--- src/rtl/intr_pkg.sv ---
package intr_pkg;
  // Defaults shared by the recognizer and its submodules.
  localparam int unsigned DEF_LINES   = 7;
  localparam int unsigned DEF_SAMPLES = 2;

  // Bits needed to carry a level number 0..lines.
  function automatic int unsigned lvl_width(input int unsigned lines);
    return $clog2(lines + 1);
  endfunction
endpackage

--- src/rtl/line_qualifier.sv ---
// Per-line sampling history; a line qualifies once SAMPLES successive
// samples have all seen it asserted (low).
module line_qualifier #(
  parameter int unsigned LINES   = intr_pkg::DEF_LINES,
  parameter int unsigned SAMPLES = intr_pkg::DEF_SAMPLES
) (
  input  logic             clk,
  input  logic             rst,
  input  logic [LINES-1:0] line_n,
  output logic [LINES-1:0] qual
);
  for (genvar g = 0; g < LINES; g++) begin : g_line
    logic [SAMPLES-1:0] hist;

    always_ff @(posedge clk) begin
      if (rst) hist <= '0;
      else     hist <= {hist[SAMPLES-2:0], ~line_n[g]};
    end

    assign qual[g] = &hist;

    if (SAMPLES == 2) begin : g_chk
      // a qualified line was low on both of the last two samples
      assert_two_samples_R2: assert property (@(posedge clk) disable iff (rst)
        qual[g] |-> ($past(!line_n[g], 1) && $past(!line_n[g], 2)));
    end
  end
endmodule

--- src/rtl/nmi_tracker.sv ---
// Edge-qualified top-level request: one request per new assertion or per
// mask drop from the top value while the line is held.
module nmi_tracker (
  input  logic clk,
  input  logic rst,
  input  logic qual_top,      // qualified top line
  input  logic drop_from_top, // mask being lowered from the top value
  input  logic take_top,      // top level taken this cycle
  output logic nmi_req
);
  logic qual_d;
  logic flag;
  logic rise;

  assign rise    = qual_top & ~qual_d;
  assign nmi_req = flag | rise;

  always_ff @(posedge clk) begin
    if (rst) begin
      qual_d <= 1'b0;
      flag   <= 1'b0;
    end else begin
      qual_d <= qual_top;
      if (take_top) flag <= 1'b0;
      else          flag <= flag | rise | (drop_from_top & qual_top);
    end
  end

  // an untaken top request is never dropped
  assert_hold_until_taken_R8: assert property (@(posedge clk) disable iff (rst)
    (nmi_req && !take_top) |=> nmi_req);

  // lowering the mask from the top with the line held raises a request
  assert_retrigger_on_drop_R7: assert property (@(posedge clk) disable iff (rst)
    (drop_from_top && qual_top) |=> nmi_req);

  // taking while the line is held leaves nothing behind
  assert_no_rerequest_held_R6: assert property (@(posedge clk) disable iff (rst)
    (take_top && qual_top) |=> !nmi_req);
endmodule

--- src/rtl/level_arbiter.sv ---
// Priority encoder: binary number of the highest eligible request.
module level_arbiter #(
  parameter int unsigned LINES = intr_pkg::DEF_LINES,
  parameter int unsigned LVL_W = intr_pkg::lvl_width(LINES)
) (
  input  logic [LINES-1:0] eligible,
  output logic             any,
  output logic [LVL_W-1:0] level
);
  always_comb begin
    level = '0;
    for (int i = 0; i < LINES; i++) begin
      if (eligible[i]) level = LVL_W'(i + 1);
    end
  end

  assign any = |eligible;
endmodule

--- src/rtl/mask_register.sv ---
// Priority mask: loaded with the serviced level on take, else by the core.
module mask_register #(
  parameter int unsigned LVL_W = 3,
  parameter int unsigned TOP   = 7
) (
  input  logic             clk,
  input  logic             rst,
  input  logic             take,
  input  logic [LVL_W-1:0] take_lvl,
  input  logic             load,
  input  logic [LVL_W-1:0] load_val,
  output logic [LVL_W-1:0] mask,
  output logic             drop_from_top
);
  localparam logic [LVL_W-1:0] TOP_V = LVL_W'(TOP);

  assign drop_from_top = load && !take && (mask == TOP_V) && (load_val != TOP_V);

  always_ff @(posedge clk) begin
    if (rst)       mask <= TOP_V;
    else if (take) mask <= take_lvl;
    else if (load) mask <= load_val;
  end

  // an uncontested write lands in the mask
  assert_load_lands_R11: assert property (@(posedge clk) disable iff (rst)
    (load && !take) |=> (mask == $past(load_val)));
endmodule

--- src/rtl/intr_priority_gate.sv ---
// Interrupt request recognizer: qualification, masking, top-level edge
// tracking, arbitration and mask update on take.
module intr_priority_gate #(
  parameter int unsigned LINES   = intr_pkg::DEF_LINES,
  parameter int unsigned SAMPLES = intr_pkg::DEF_SAMPLES,
  parameter int unsigned LVL_W   = intr_pkg::lvl_width(LINES)
) (
  input  logic             clk,
  input  logic             rst,
  input  logic [LINES-1:0] irq_n,
  input  logic             mask_load,
  input  logic [LVL_W-1:0] mask_load_val,
  input  logic             boundary,
  output logic             pending,
  output logic [LVL_W-1:0] level,
  output logic             take,
  output logic [LVL_W-1:0] mask
);
  localparam logic [LVL_W-1:0] TOP_V = LVL_W'(LINES);

  logic [LINES-1:0] qual;
  logic [LINES-1:0] eligible;
  logic             nmi_req;
  logic             drop_from_top;
  logic             take_top;

  line_qualifier #(.LINES(LINES), .SAMPLES(SAMPLES)) u_qual (
    .clk    (clk),
    .rst    (rst),
    .line_n (irq_n),
    .qual   (qual)
  );

  // Maskable lines: level strictly above the mask.
  for (genvar g = 0; g < LINES - 1; g++) begin : g_elig
    assign eligible[g] = qual[g] && (LVL_W'(g + 1) > mask);
  end
  assign eligible[LINES-1] = nmi_req;

  level_arbiter #(.LINES(LINES), .LVL_W(LVL_W)) u_arb (
    .eligible (eligible),
    .any      (pending),
    .level    (level)
  );

  assign take     = boundary && pending;
  assign take_top = take && (level == TOP_V);

  nmi_tracker u_nmi (
    .clk           (clk),
    .rst           (rst),
    .qual_top      (qual[LINES-1]),
    .drop_from_top (drop_from_top),
    .take_top      (take_top),
    .nmi_req       (nmi_req)
  );

  mask_register #(.LVL_W(LVL_W), .TOP(LINES)) u_mask (
    .clk           (clk),
    .rst           (rst),
    .take          (take),
    .take_lvl      (level),
    .load          (mask_load),
    .load_val      (mask_load_val),
    .mask          (mask),
    .drop_from_top (drop_from_top)
  );

  // the mask follows the serviced level
  assert_mask_follows_take_R10: assert property (@(posedge clk) disable iff (rst)
    take |=> (mask == $past(level)));

  // a reported maskable level always lies above the mask
  assert_level_above_mask_R4: assert property (@(posedge clk) disable iff (rst)
    (pending && level != TOP_V) |-> (level > mask));

  // the reported level always has a qualified source behind it
  assert_level_sourced_R5: assert property (@(posedge clk) disable iff (rst)
    (pending && level != TOP_V) |-> qual[level - 1]);
endmodule

--- config.mk ---
export PLATFORM = sky130hd
export DESIGN_NAME = intr_priority_gate
export DESIGN_NICKNAME = d
export VERILOG_FILES = /design/src/rtl/intr_pkg.sv /design/src/rtl/line_qualifier.sv /design/src/rtl/nmi_tracker.sv /design/src/rtl/level_arbiter.sv /design/src/rtl/mask_register.sv /design/src/rtl/intr_priority_gate.sv
export SDC_FILE = /design/constraint.sdc
export NUM_CORES = 1
export LEC_CHECK = 0
export ABC_CLOCK_PERIOD_IN_PS = 2300
export BUFFER_PORTS_ARGS = -buffer_cell sky130_fd_sc_hd__clkbuf_2
export CORE_MARGIN = 2
export CORE_UTILIZATION = 56
export CTS_BUF_LIST = sky130_fd_sc_hd__clkbuf_4 sky130_fd_sc_hd__clkbuf_8
export DETAILED_ROUTE_END_ITERATION = 12
export PLACE_DENSITY = 0.85
export SLEW_MARGIN = 20
export SYNTH_ARGS = -nofsm -noshare
export SYNTH_HDL_FRONTEND = slang
export SYNTH_SLANG_ARGS = --single-unit
--- constraint.sdc ---
create_clock -name clk -period 2.3 [get_ports clk]
set_input_delay 0.115 -clock clk [delete_from_list [all_inputs] [get_ports clk]]
set_output_delay 0.115 -clock clk [all_outputs]
set_load 0.02 [all_outputs]
# Yosys cells after proc, flatten, opt, wreduce, memory -nomap -nowiden
# Index checks and enable logic that the tools add are counted.
# classes
order_cmp	6
n_eq_ne	3
mux	9
n_bitwise	12
reduce_logical	22
# op_table
operator	n
3-bit 2-to-1 mux	6
2-bit AND reduction	7
1-bit logical AND	11
3-bit > comparator (first input constant)	3
1-bit inverter	8
7-bit OR reduction	1
3-bit equality test (second input constant)	2
2-bit by 3-bit > comparator with 1-bit output (first input constant)	2
2-bit 2-to-1 mux	2
1-bit by 3-bit > comparator with 1-bit output (first input constant)	1
3-bit inequality test (second input constant)	1
1-bit bitwise AND	2
1-bit bitwise OR	2
2-bit nonzero test	1
2-bit OR reduction	1
1-bit zero test	1
1-bit 2-to-1 mux	1
# word_totals
ff_bits	19
inputBits	14
out_inout_bits	8
wordCells	62

# Logic depth before layout (Yosys ltp)
# Gate-level depths: netlist of the first run.
# logic_depth
depth_word	12
depth_mapped	5

# By module
# A second synthesis of the first run with hierarchy kept.
# unflattened
cells_unflattened	81
hier_area_um2	797.0
# by_module_without_submodules
mod	instances	cells_per_inst	area_each_um2
line_qualifier	1	36	422.9
mask_register	1	16	153.9
nmi_tracker	1	8	86.3
intr_priority_gate	1	10	78.8
level_arbiter	1	11	55.1

# Least setup slack after synthesis of the first run
# No wires, ideal clock.
# synth_path
path_type	flip-flop to flip-flop
startpoint	register u_mask.mask[2]
endpoint	register u_mask.mask[0]
setup_time_ns	0.138
arrival_time_ns	1.674
required_ns	2.162
slack_ns	0.489
path_stages_with_launch	6
path_buffers	0
cell_sequence	dfxtp_1 and4bb_2 a41oi_2 a41oi_4 a2111oi_2 a21oi_1
# synth_via
elab_cells_between_ends	23
classes_between	order compare (6); mux (8); reduce/logical (9)
# synth_rtl
item	line_no	rtl
start: declaration	mask_register.sv:12	output logic [LVL_W-1:0] mask,
start signal: assignment	mask_register.sv:21	else if (take) mask <= take_lvl;
start signal: assignment	mask_register.sv:22	else if (load) mask <= load_val;
1-bit by 3-bit > comparator with 1-bit output (tied with other cells)	intr_priority_gate.sv:36	assign eligible[g] = qual[g] && (LVL_W'(g + 1) > mask);
1-bit logical AND	intr_priority_gate.sv:36	
7-bit OR reduction (*)	level_arbiter.sv:17	assign any = |eligible;
1-bit logical AND (*)	intr_priority_gate.sv:46	assign take = boundary && pending;
via take	intr_priority_gate.sv:16	output logic take,
3-bit 2-to-1 mux or 2-bit nonzero test (tied branches)	--	
# The timed path passes the listed nets; every way through them passes the cells marked *.
# A chain may end at the register's enable or synchronous reset.

# Worst setup path in the final report of the first run
# layout_path
startpoint	register u_mask.mask[1]
endpoint	output port level[0]
# layout_via
elab_chain_cells	9
elab_cells_between_ends	19
classes_between	order compare (6); mux (7); reduce/logical (6)
# layout_rtl
item	line_no	rtl
1-bit by 3-bit > comparator with 1-bit output	intr_priority_gate.sv:36	
1-bit logical AND	intr_priority_gate.sv:36	
1-bit 2-to-1 mux	level_arbiter.sv:13	if (eligible[i]) level = LVL_W'(i + 1);
2-bit 2-to-1 mux (2 in series)	level_arbiter.sv:13	
3-bit 2-to-1 mux (2 in series)	level_arbiter.sv:13	
3-bit 2-to-1 mux (*) (2 in series)	level_arbiter.sv:13	
end: declaration	intr_priority_gate.sv:15	output logic [LVL_W-1:0] level,
# Every way passes the cells marked *; elsewhere a longest branch is shown, timed or not.

==> results.sh, run 1 <==
export IMPL_outcome="completed"
export IMPL_grt_pass1_vias=686
export IMPL_worst_path_largest_cell_delay_ns=0.43
export IMPL_clockBufferDepth=2
export IMPL_clk_pin_slew_worst_paths_ns=0.10
export IMPL_synth_seq_area_share=0.479
export IMPL_busiest_layer="met2"
export IMPL_ys_flop_type="dfxtp_1"
export IMPL_vdd_drop_max_mv=0.543
export IMPL_clock_skew_ns=0.000401
export IMPL_cts_resized=0
export IMPL_path_max_fanout=9
export IMPL_grt_max_degree=22
export IMPL_start_kind="flip-flop"
export IMPL_synth_top_area_share=0.479
export IMPL_setup_viol=0
export IMPL_synth_edf_count=0
export IMPL_min_path_type="in -> reg"
export IMPL_cts_root_buf="clkbuf_4"
export IMPL_period_minus_slack_ns=2.02
export IMPL_hpwl_um=1210
export IMPL_ctsHtreeMaxLevel=1
export IMPL_drtAntennaViolNets=0
export IMPL_synthToLayoutAreaGrowth_pct=26.9
export IMPL_clkSinkCount=19
export IMPL_crit_chain="nor4b_1, nand3_1, a21boi_0, a211o_1, clkbuf_2"
export IMPL_ioPinCount=22
export IMPL_yosysWarnings=0
export IMPL_drt_initial_drc_count=33
export IMPL_finalNetCount=124
export IMPL_slew_headroom=0.718
export IMPL_drive_gt1_frac=0.339
export IMPL_core_area_um2=1320
export IMPL_syn_nets=93
export IMPL_min_period_over_period=0.878
export IMPL_setup_tns_final_ns=0
export IMPL_grtUsageTotal=0.216
export IMPL_drt_pass1_iter_count=4
export IMPL_leakage_nw=0.450
export IMPL_final_cells=124
export IMPL_end_kind="primary output"
export IMPL_fmax_mhz=495
export IMPL_antenna_cells=0
export IMPL_num_vias=703
export IMPL_die_area_um2=1740
export IMPL_dieHeight_um=41.7
export IMPL_rsz0062_at_grt="false"
export IMPL_rows=13
export IMPL_synthTopCellsByArea="dfxtp_1 (48%), nor2b_1 (5.5%), nor2_1 (4.3%)"
export IMPL_postCtsSetupBuffers=0
export IMPL_met1_usage=0.272
export IMPL_wl_um=1720
export IMPL_drv_slew=0
export IMPL_hold_viol=0
export IMPL_cpMaxStageDelayCell="nor4b_1"
export IMPL_antenna_found_initial=0
export IMPL_gp_congestion=0.786
export IMPL_drc=0
export IMPL_critPathTopFamily="simple AND/OR/NAND/NOR gates"
export IMPL_dieWidth_um=41.7
export IMPL_yosys_cell_types_count=33
export IMPL_synth_most_common_cell="dfxtp_1"
export IMPL_synthesis_area_um2=795
export IMPL_critPathKind="reg -> out"
export IMPL_use_met2=0.350
export IMPL_crit_arrival_ns=1.90
export IMPL_synthArstFlopShare=0
export IMPL_powerDensity_nw_per_um2=615
export IMPL_grt_use_met3=0.0435
export IMPL_start_util=0.603
export IMPL_cp_required_ns=2.18
export IMPL_yosys_area_top_type="dfxtp_1"
export IMPL_fin_util=0.765
export IMPL_tightest_slew_ns=0.412
export IMPL_wl_per_cell_um=13.9
export IMPL_synthTopCellsByCount="dfxtp_1 (19), nor2_1 (9), nand2_1 (8)"
export IMPL_cts_tree="done"
export IMPL_grt_pass1_wl_um=2900
export IMPL_grt_remaining_overflow=0
export IMPL_via_per_inst=5.67
export IMPL_dpl_cell_count=113
export IMPL_cts_made_buffers=3
export IMPL_synth_ff_latch_count=19
export IMPL_clkLatencyLatePin_ns=0.29
export IMPL_port_buffers=21
export IMPL_synth_avg_cell_area_um2=10.1
export IMPL_syn_inst=79
export IMPL_p_total_mw=0.621
export IMPL_maxCapViolations=0
export IMPL_path_buf_inv=1
[power by group]
group / switching (mW) / total [mW] / internal [mW]
clock network: 0.100 / 0.165 / 0.0648
registers: 0.0184 / 0.364 / 0.346
logic: 0.0483 / 0.0910 / 0.0426
total: 0.167 / 0.621 / 0.453
[layer usage]
layer	routed length [um]	vias to the layer above
li1	-	351
met1	816	323
met2	809	25
met3	78	4
met4	19	0
met5	0	-
[sequential cells by signal, indices dropped and copies added, names as in the netlist]
signal and cells:
u_mask.mask 3, u_nmi.qual_d 1, u_nmi.flag 1, u_qual.g_line.hist 14
[tightest hold or removal path: cells and delay by family]
kind | cells | cell delay, ns
buf+inv | 1 | 0.10
compound gates | 2 | 0.12
[per-stage QoR]
| stage | hold WS, ns | worst slack (ns) | cell area [um^2] |
|---|---|---|---|
| 2_1_floorplan | 0.182 | 0.489 | 795 |
| 3_3_place_gp | 0.266 | 0.608 | 911 |
| 3_5_place_dp | 0.269 | 0.542 | 911 |
| 4_1_cts | 0.0490 | 0.304 | 1010 |
| 5_1_grt | 0.0933 | 0.169 | 1010 |
| 6_report | 0.0692 | 0.281 | 1010 |
[final cells by class]
class                   instances  area (um^2)
multi-input cells              56          399
flip-flops and latches         19          380
fillers                        79          309
repair buffers                 28          175
clock buffers                   3         22.5
well taps                      15         18.8
inverters                       2         7.51
clock inverters                 1         5.00
[layout by cell type, fill, tap and decap left out, types with 2 or more instances in the layout]
master	n
clkbuf_4	3
a2111oi_2	2
nor2_1	9
a21oi_1	3
dlygate4sd3_1	7
nand4_1	2
nor2b_1	7
nand2_1	8
a311oi_1	2
dfxtp_1	19
inv_1	2
clkbuf_2	21
[path summary, 6_finish.rpt]
kind	from	endpoint	slack [ns]	cells past startpoint
min reg2reg	u_qual.g_line[3].hist[0]	u_qual.g_line[3].hist[1]	0.48	1
min	boundary	u_mask.mask[2]	0.07	3
max	u_mask.mask[1]	level[0]	0.28	5
max reg2reg	u_mask.mask[2]	u_mask.mask[0]	0.52	5
[logic make-up (layout without fill, tap and decap cells)]
logic type             count (synthesis)  count (layout)  synth area share
multiplexers                           1               1            0.0126
buffers and inverters                  4              34            0.0189
AO/OA/AOI/OAI                         19              19             0.241
flip-flops                            19              19             0.479
AND/OR/NAND/NOR                       36              36             0.249
[timing repair]
item                                   in CTS  in global routing
endpoints found under the hold margin       7                  0
hold buffers                                7                  0
setup endpoints to repair                   0                  0
Note: power is estimated with default switching activity, not from simulation.
==> run 2, diff against run 1 <==
--- a/config.mk
+++ b/config.mk
@@ -7,11 +7,13 @@
 export LEC_CHECK = 0
 export ABC_CLOCK_PERIOD_IN_PS = 2300
 export BUFFER_PORTS_ARGS = -buffer_cell sky130_fd_sc_hd__clkbuf_2
+export CELL_PAD_IN_SITES_DETAIL_PLACEMENT = 0
+export CELL_PAD_IN_SITES_GLOBAL_PLACEMENT = 1
 export CORE_MARGIN = 2
-export CORE_UTILIZATION = 56
-export CTS_BUF_LIST = sky130_fd_sc_hd__clkbuf_4 sky130_fd_sc_hd__clkbuf_8
+export CORE_UTILIZATION = 42
+export CTS_BUF_LIST = sky130_fd_sc_hd__clkbuf_8
 export DETAILED_ROUTE_END_ITERATION = 12
-export PLACE_DENSITY = 0.85
+export PLACE_DENSITY_LB_ADDON = 0.1
 export SLEW_MARGIN = 20
 export SYNTH_ARGS = -nofsm -noshare
 export SYNTH_HDL_FRONTEND = slang
==> run 2 against run 1 <==
  * Worst hold slack lost 0.053 ns
  * Non-clock buffer count shrank 1
  * Final cell count grew 7.3%
  * Wire length shrank 2.0%
  * Via count shrank 4.1%
  * Clock skew grew 0.0011 ns
  * Critical path depth shrank 1
  * Register-to-register slack lost 0.10 ns
  * Setup slack gained 0.073 ns
  * Sequential share of layout area shrank 0.78 points
  * Critical endpoint is now take
  * Highest routed layer unchanged
==> results.sh, run 2 (synthesized netlist as in run 1, its figures left out) <==
export IMPL_reg2reg_depth=5
export IMPL_start_kind="flip-flop"
export IMPL_grtUsageTotal=0.182
export IMPL_grt_max_degree=22
export IMPL_outcome="completed"
export IMPL_switching_share=0.255
export IMPL_dieWidth_um=47.5
export IMPL_slew_headroom=0.724
export IMPL_pwr_share_clk=0.334
export IMPL_tightest_slew_ns=0.403
export IMPL_clkLatencyLatePin_ns=0.25
export IMPL_dpl_cell_count=123
export IMPL_period_minus_slack_ns=1.95
export IMPL_setup_tns_final_ns=0
export IMPL_worst_path_largest_cell_delay_ns=0.43
export IMPL_fmax_mhz=514
export IMPL_reg2reg_setup_slack_ns=0.42
export IMPL_final_cells=133
export IMPL_maxCapViolations=0
export IMPL_min_path_type="in -> reg"
export IMPL_antenna_found_initial=0
export IMPL_reg2reg_from="u_mask.mask[1]"
export IMPL_setup_viol=0
export IMPL_rsz0062_at_grt="false"
export IMPL_crit_chain="nor4b_1, nand2_1, a41oi_4, clkbuf_2"
export IMPL_core_area_um2=1750
export IMPL_worstReg2RegEnd="u_mask.mask[0]"
export IMPL_cts_hold_buf=5
export IMPL_fin_area_um2=1030
export IMPL_power_frac_comb=0.130
export IMPL_clk_pin_slew_worst_paths_ns=0.07
export IMPL_num_vias=674
export IMPL_powerDensity_nw_per_um2=662
export IMPL_port_buffers=21
export IMPL_clockBufferDepth=2
export IMPL_cts_resized=0
export IMPL_layout_commonest_cell="clkbuf_2"
export IMPL_path_max_fanout=9
export IMPL_cts_root_buf="clkbuf_8"
export IMPL_register_area_um2=380
export IMPL_via_per_inst=5.07
export IMPL_top_regs="u_qual.g_line.hist (14), u_mask.mask (3)"
export IMPL_leakage_nw=0.454
export IMPL_clkSinkCount=19
export IMPL_dpl_worst_slack_ns=0.467
export IMPL_grt_pass1_wl_um=2800
export IMPL_gp_congestion=0.745
export IMPL_cpMaxStageDelayCell="nor4b_1"
export IMPL_end_kind="primary output"
export IMPL_power_switching_mw=0.174
export IMPL_crit_arrival_ns=1.83
export IMPL_clock_skew_ns=0.00150
export IMPL_grt_pass1_vias=666
export IMPL_path_buf_inv=1
export IMPL_min_period_over_period=0.846
export IMPL_drc=0
export IMPL_pwr_share_seq=0.536
export IMPL_regMostFlops="u_qual.g_line.hist"
export IMPL_drt_initial_drc_count=8
export IMPL_crit_path_start="u_mask.mask[1]"
export IMPL_multiInputGateArea_um2=399
export IMPL_wl_per_cell_um=12.7
export IMPL_postCtsSetupBuffers=0
export IMPL_ctsHtreeMaxLevel=1
export IMPL_drt_pass1_iter_count=4
export IMPL_timing_hold_ws_ns=0.0158
export IMPL_setup_slack_ns=0.355
export IMPL_cts_tree="done"
export IMPL_ioPinCount=22
export IMPL_drive_gt1_frac=0.343
export IMPL_power_internal_mw=0.508
export IMPL_antenna_cells=0
export IMPL_rows=15
export IMPL_dieHeight_um=47.5
export IMPL_largest_reg_flops=14
export IMPL_dpl_cell_area_um2=923
export IMPL_cp_required_ns=2.18
export IMPL_path_depth=4
export IMPL_vdd_drop_max_mv=0.389
export IMPL_drtAntennaViolNets=0
export IMPL_wl_um=1690
export IMPL_p_total_mw=0.682
export IMPL_hpwl_um=1220
export IMPL_cts_made_buffers=3
export IMPL_critPathKind="reg -> out"
export IMPL_critPathTopFamily="simple AND/OR/NAND/NOR gates"
export IMPL_die_area_um2=2260
export IMPL_start_util=0.455
export IMPL_fin_util=0.590
export IMPL_finalNetCount=123
export IMPL_drv_slew=0
export IMPL_layout_common_cells="clkbuf_2 (21), dfxtp_1 (19), nor2_1 (9)"
export IMPL_synthToLayoutAreaGrowth_pct=29.6
export IMPL_hold_viol=0
export IMPL_fill_cells=170
export IMPL_crit_end="take"
export IMPL_grt_remaining_overflow=0
run 2: final cells by class:
class | count | area share
clock buffers | 3 | 0.0401
multi-input cells | 56 | 0.388
well taps | 25 | 0.0304
repair buffers | 27 | 0.160
flip-flops and latches | 19 | 0.369
clock inverters | 1 | 0.00486
inverters | 2 | 0.00729
run 2: routing by layer:
metal | share of wire | GRT usage | wire length (um) | up-vias
li1 | - | - | - | 351
met1 | 0.44 | 0.212 | 737 | 308
met2 | 0.52 | 0.319 | 876 | 11
met3 | 0.030 | 0.0340 | 50 | 4
met4 | 0.014 | 0.0833 | 23 | 0
met5 | 0 | 0 | 0 | -
run 2: worst min path at each step:
| stage | cells past startpoint | endpoint | start |
|---|---|---|---|
| 6_report | 2 | u_qual.g_line[2].hist[0] | irq_n[2] |
| 4_1_cts | 2 | u_qual.g_line[5].hist[0] | irq_n[5] |
| 5_1_grt | 2 | u_qual.g_line[2].hist[0] | irq_n[2] |
| 3_5_place_dp | 2 | u_qual.g_line[1].hist[0] | irq_n[1] |
| 3_3_place_gp | 2 | u_qual.g_line[6].hist[0] | irq_n[6] |
| 2_1_floorplan | 1 | u_qual.g_line[0].hist[0] | irq_n[0] |
run 2: power by group through the flow:
stage                     Combinational (mW)  Sequential [mW]  Clock (mW)
after floorplan                       0.0470            0.372           0
after global placement                0.0809            0.372           0
after detailed placement              0.0816            0.372           0
after CTS                             0.0884            0.365       0.233
after global routing                  0.0983            0.367       0.249
final                                 0.0888            0.365       0.228
run 2: worst reg2reg max path: stages, from the launching register on:
cell and delay, ns:
dfxtp_1 0.53, o21ai_2 0.12, a311oi_2 0.46, a41oi_4 0.24, a2111oi_2 0.33, a21oi_1 0.08
